[config.mk]
export PLATFORM = sky130hd
export DESIGN_NAME = burst_col_seq
export DESIGN_NICKNAME = d
export VERILOG_FILES = /design/src/rtl/bsq_pkg.sv /design/src/rtl/bsq_len_decode.sv /design/src/rtl/bsq_ctrl.sv /design/src/rtl/bsq_addr_gen.sv /design/src/rtl/burst_col_seq.sv
export SDC_FILE = /design/constraint.sdc
export NUM_CORES = 1
export LEC_CHECK = 0
export BUFFER_PORTS_ARGS = -buffer_cell sky130_fd_sc_hd__buf_2
export CAP_MARGIN = 20
export CORE_MARGIN = 5
export CORE_UTILIZATION = 40
export CTS_BUF_LIST = sky130_fd_sc_hd__clkbuf_4 sky130_fd_sc_hd__clkbuf_8 sky130_fd_sc_hd__clkbuf_16
export CTS_CLUSTER_SIZE = 10
export DETAILED_ROUTE_END_ITERATION = 6
export HOLD_SLACK_MARGIN = 0.1
export SLEW_MARGIN = 20
export SYNTH_ARGS = -nofsm -noshare
export SYNTH_HDL_FRONTEND = slang
export SYNTH_HIERARCHICAL = 1
export SYNTH_SLANG_ARGS = --single-unit
[constraint.sdc]
create_clock -name clk_i -period 5.1 [get_ports clk_i]
set_input_delay 1.02 -clock clk_i [delete_from_list [all_inputs] [get_ports clk_i]]
set_output_delay 1.02 -clock clk_i [all_outputs]
set_load 0.05 [all_outputs]
[src/rtl/bsq_pkg.sv]
package bsq_pkg;
  typedef enum logic [2:0] {
    LEN_ONE   = 3'b000,
    LEN_TWO   = 3'b001,
    LEN_FOUR  = 3'b010,
    LEN_EIGHT = 3'b011,
    LEN_PAGE  = 3'b111
  } len_code_e;

  typedef enum logic {
    ORD_SEQ   = 1'b0,
    ORD_XOR   = 1'b1
  } order_e;
endpackage

[src/rtl/bsq_len_decode.sv]
module bsq_len_decode
  import bsq_pkg::*;
#(
  parameter int COL_W = 9
) (
  input  logic [2:0]       code_i,
  input  logic             order_i,
  input  logic             force_one_i,
  output logic [COL_W-1:0] mask_o,
  output logic             page_o,
  output logic             err_o
);
  logic [COL_W-1:0] mask_raw;
  logic             page_raw;

  always_comb begin
    mask_raw = '0;
    page_raw = 1'b0;
    err_o    = 1'b0;
    case (code_i)
      LEN_ONE:   mask_raw = '0;
      LEN_TWO:   mask_raw = COL_W'(1);
      LEN_FOUR:  mask_raw = COL_W'(3);
      LEN_EIGHT: mask_raw = COL_W'(7);
      LEN_PAGE: begin
        if (order_i == ORD_XOR) err_o = 1'b1;
        else begin
          mask_raw = '1;
          page_raw = 1'b1;
        end
      end
      default:   err_o = 1'b1;
    endcase
  end

  assign mask_o = force_one_i ? '0 : mask_raw;
  assign page_o = force_one_i ? 1'b0 : page_raw;
endmodule

[src/rtl/bsq_ctrl.sv]
module bsq_ctrl #(
  parameter int COL_W = 9
) (
  input  logic             clk_i,
  input  logic             rst_ni,
  input  logic             start_i,
  input  logic             term_i,
  input  logic [COL_W-1:0] col_i,
  input  logic [COL_W-1:0] mask_i,
  input  logic             page_i,
  input  logic             order_i,
  input  logic             err_i,
  output logic             active_o,
  output logic [COL_W-1:0] base_o,
  output logic [COL_W-1:0] mask_o,
  output logic [COL_W-1:0] cnt_o,
  output logic             order_o,
  output logic             err_o,
  output logic             last_o
);
  logic             active_q, page_q, order_q, err_q;
  logic [COL_W-1:0] base_q, mask_q, cnt_q;

  assign last_o = active_q && !page_q && (cnt_q == mask_q);

  always_ff @(posedge clk_i or negedge rst_ni) begin
    if (!rst_ni) begin
      active_q <= 1'b0;
      page_q   <= 1'b0;
      order_q  <= 1'b0;
      err_q    <= 1'b0;
      base_q   <= '0;
      mask_q   <= '0;
      cnt_q    <= '0;
    end else if (start_i) begin
      active_q <= 1'b1;
      page_q   <= page_i;
      order_q  <= order_i;
      err_q    <= err_i;
      base_q   <= col_i;
      mask_q   <= mask_i;
      cnt_q    <= '0;
    end else if (active_q) begin
      if (term_i || last_o) active_q <= 1'b0;
      else                  cnt_q    <= cnt_q + COL_W'(1);
    end
  end

  assign active_o = active_q;
  assign base_o   = base_q;
  assign mask_o   = mask_q;
  assign cnt_o    = cnt_q;
  assign order_o  = order_q;
  assign err_o    = err_q;
endmodule

[src/rtl/bsq_addr_gen.sv]
module bsq_addr_gen #(
  parameter int COL_W = 9
) (
  input  logic [COL_W-1:0] base_i,
  input  logic [COL_W-1:0] mask_i,
  input  logic [COL_W-1:0] cnt_i,
  input  logic             order_i,
  output logic [COL_W-1:0] col_o
);
  logic [COL_W-1:0] seq_off, xor_off, off;

  assign seq_off = base_i + cnt_i;
  assign xor_off = base_i ^ cnt_i;
  assign off     = order_i ? xor_off : seq_off;

  // Bits inside the block come from the offset, bits above from the start.
  for (genvar b = 0; b < COL_W; b++) begin : g_bit
    assign col_o[b] = mask_i[b] ? off[b] : base_i[b];
  end
endmodule

[src/rtl/burst_col_seq.sv]
module burst_col_seq #(
  parameter int COL_W = 9
) (
  input  logic             clk_i,
  input  logic             rst_ni,
  input  logic             start_i,
  input  logic [COL_W-1:0] start_col_i,
  input  logic [2:0]       len_code_i,
  input  logic             type_i,
  input  logic             single_wr_i,
  input  logic             is_write_i,
  input  logic             term_i,
  output logic [COL_W-1:0] col_o,
  output logic             col_vld_o,
  output logic             done_o,
  output logic             len_err_o
);
  logic [COL_W-1:0] dec_mask, base, mask, cnt, addr;
  logic             dec_page, dec_err, active, order;

  bsq_len_decode #(.COL_W(COL_W)) u_dec (
    .code_i      (len_code_i),
    .order_i     (type_i),
    .force_one_i (single_wr_i & is_write_i),
    .mask_o      (dec_mask),
    .page_o      (dec_page),
    .err_o       (dec_err)
  );

  bsq_ctrl #(.COL_W(COL_W)) u_ctrl (
    .clk_i    (clk_i),
    .rst_ni   (rst_ni),
    .start_i  (start_i),
    .term_i   (term_i),
    .col_i    (start_col_i),
    .mask_i   (dec_mask),
    .page_i   (dec_page),
    .order_i  (type_i),
    .err_i    (dec_err),
    .active_o (active),
    .base_o   (base),
    .mask_o   (mask),
    .cnt_o    (cnt),
    .order_o  (order),
    .err_o    (len_err_o),
    .last_o   (done_o)
  );

  bsq_addr_gen #(.COL_W(COL_W)) u_gen (
    .base_i  (base),
    .mask_i  (mask),
    .cnt_i   (cnt),
    .order_i (order),
    .col_o   (addr)
  );

  assign col_vld_o = active;
  assign col_o     = active ? addr : '0;
endmodule

==> key figures <==
Status
  • Status: completed

Synth
  • Syn avg cell area: around 10 um2
  • Register area share after synthesis: 38.0%
  • Mapped cell area: just over 0.002 mm2
  • Post-synth EDFFs: 0
  • Post-Syn Nets: ~230
  • Gate Count Post-Synth: between 150 and 200
  • Library cells used by synthesis: 40
  • Top FF cell, synth: dfrtp_1
  • Syn. warnings: 6
  • Fraction of registers with async set/reset: 100%
  • Synthesized flop and latch total: 31

Floorplan
  • Initial cell density of the core: slightly above 40%
  • # IOs: 31
  • Die width: a little over 80 um
  • Die area: 0.00664 mm2
  • Core area: about 0.005 mm2
  • Die H: 81.5 um
  • Site Rows: 26

Power and ir drop
  • Sw frac: between 30% and 40%
  • VDD IR max: roughly 0.00016 V
  • Internal: around 0.00043 W
  • Combinational power share: between 20% and 30%
  • Clk pwr share: 29.9%
  • Pleak: 0.993 nW
  • Sequential Power Share: approximately 44%
  • Cell Pwr Density: around 280 mW/mm2
  • Sw Pwr: approximately 0.00022 W

Cells and area
  • Footprint of the multi-input gates: 0.00118 mm2
  • Register area: approximately 780 um2
  • Layout Nets: between 200 and 300
  • Layout cell share with drive strength beyond 1: 30.5%
  • Most common cell after layout, fill and taps aside: dfrtp_1
  • Leading cell types in the layout, fill and taps excluded: dfrtp_1, buf_2, mux2_2
  • Fillers: 490
  • Syn-to-layout area delta: 12.6%
  • Post-layout util: 45.6%
  • Antenna Cells: 0

Global routing
  • Number of global-route vias before repair: ~1500
  • Initial antenna violation count: 0
  • First-pass GRT wire length: a little over 7000 um
  • Gr ovfl total: 0
  • All-Layer GR Usage: approximately 14%
  • Largest net degree at the start of global routing: 32

Critical path
  • Slowest stage cell on the critical path: dfrtp_1
  • Critical path endpoint category: output port
  • Worst path top cell family by delay: adder cells
  • Max FO, Critical Path: 7
  • Max incr delay on CP: approximately 0.46 ns
  • Required time worst endpoint: approximately 4.1 ns
  • RR Startpoint: u_ctrl/cnt_o[1]
  • Setup crit start: u_ctrl/cnt_o[0]
  • CP arrival: around 2.8 ns
  • Setup crit start kind: register
  • Crit path kind: register to output port
  • Cells along the critical path: ha_1 > fa_1 > a211oi_2 > nor3_1 > a31oi_1 > xnor2_1 > mux2_2 > and2_1 > buf_2
  • Buf/Inv on CP: 1

Route
  • Drt pass-1 iters: 4
  • ANT nets after route: 0
  • Vias per cell: ~5.1
  • Vias: between 1500 and 2000
  • Drt first-iter violations: 77
  • Avg WL per Cell: around 15 um
  • Final wirelength: 4270 um
  • Post-route DRC: 0

Clock tree
  • Clk sinks: 31
  • CTS root buffer: clkbuf_8
  • Clk buf depth: 2
  • Clock latency on the worst-skew pair: 0.28 ns
  • Total CTS buffers: 5
  • CTS tree: yes
  • Post-cts resize count: 0
  • Clock transition at the registers of the reported paths: 0.06 ns
  • Post-CTS Setup Repair Bufs: 0
  • Total number of H-tree levels: 2
  • # hold bufs at CTS: 0

Placement
  • Post-DP HPWL: around 3100 um
  • Gp weighted congestion: around 0.85
  • Port buffer count: 30

STA
  • RSZ-0062 raised after global routing: no
  • Clock Skew: approximately 0.0090 ns
  • Setup TNS: 0 ns
  • Max_slew headroom: between 30 and 40%
  • Final Cycle Share: between 70% and 80%
  • Slew Viols, Final: 0
  • Maximum clock rate: approximately 260 MHz
  • Worst-margin pin slew: roughly 0.95 ns
  • Tmin final: around 3.8 ns
  • Final hold vios: 0
  • Endpoints failing setup: 0

Flow run
  • Max cap viols: 0

Hold path
  • Hold Crit Start: u_ctrl/err_o
  • Worst hold path type: register to register
-- worst paths after layout --
check | end | slack, ns | depth (start not counted)
setup / recovery | col_o[6] | 1.30 | 9
hold / removal | u_ctrl/err_o | 0.52 | 1
setup reg to reg | u_ctrl/cnt_o[1] | 3.07 | 5
hold reg to reg | u_ctrl/err_o | 0.52 | 1
max in group asynchronous | u_ctrl/mask_o[0] | 3.86 | 1
min in group asynchronous | u_ctrl/mask_o[5] | 0.78 | 1
-- synth_stat cells (all sizes together) (5+ instances only) --
cell / n / share of area [%]
and2: 12 / 3.7
buf: 9 / 3.1
mux2: 25 / 14
dfrtp: 31 / 38
nor2: 9 / 1.7
o21ai: 8 / 2.0
inv: 5 / 0.92
or3: 7 / 2.1
ha: 9 / 5.5
a211oi: 5 / 2.1
nand3: 5 / 1.5
xnor2: 14 / 6.0
a21oi: 14 / 3.6
-- cells by family after synthesis --
family          after synthesis  synth area share, %
simple gates                 58                 16.7
flops                        31                 38.0
mux                          28                 15.2
xor+xnor                     17                 7.29
compound gates               37                 12.1
fa+ha+maj                    10                 6.49
buf+inv                      15                 4.23
-- metal layers --
layer / vias up / part of all wire [%] / GRT usage (%)
met5: - / 0 / 0
met4: 0 / 0.51 / 5.24
met3: 3 / 4.7 / 3.29
met2: 32 / 48 / 22.4
met1: 712 / 47 / 18.5
li1: 754 / - / -
-- sequential cells by signal, indices dropped and copies added, names as in the netlist --
register	flops
u_ctrl/cnt_o	9
u_ctrl/err_o	1
u_ctrl/order_o	1
u_ctrl/active_o	1
u_ctrl/mask_o	9
u_ctrl/page_q	1
u_ctrl/base_o	9
-- power groups by stage --
stage                     clock network (W)  registers [W]  logic (W)
after global routing               0.000211       0.000287   0.000186
after detailed placement                  0       0.000288   0.000172
after floorplan                           0       0.000286   0.000132
after CTS                          0.000203       0.000284   0.000173
final                              0.000194       0.000284   0.000171
after global placement                    0       0.000287   0.000171
-- layout make-up --
class	instances	share of cell area (%)
Multi-Input combinational cell	150	51.3
Sequential cell	31	33.7
Timing Repair Buffer	30	6.53
Tap cell	70	3.81
Clock buffer	6	3.59
Inverter	5	0.816
Clock inverter	1	0.218
-- per-stage QoR --
step / hold WS (ns) / std cells / area (um2) / worst slack [ns] / total power (W)
after floorplan: 0.471 / 196 / 2040 / 1.79 / 0.000418
after global placement: 0.486 / 286 / 2210 / 1.64 / 0.000459
after detailed placement: 0.496 / 286 / 2210 / 1.64 / 0.000460
after CTS: 0.512 / 293 / 2300 / 1.31 / 0.000659
after global routing: 0.547 / 293 / 2300 / 1.13 / 0.000684
final: 0.518 / 293 / 2300 / 1.30 / 0.000649
No activity file was read; power rests on OpenSTA's default activity.
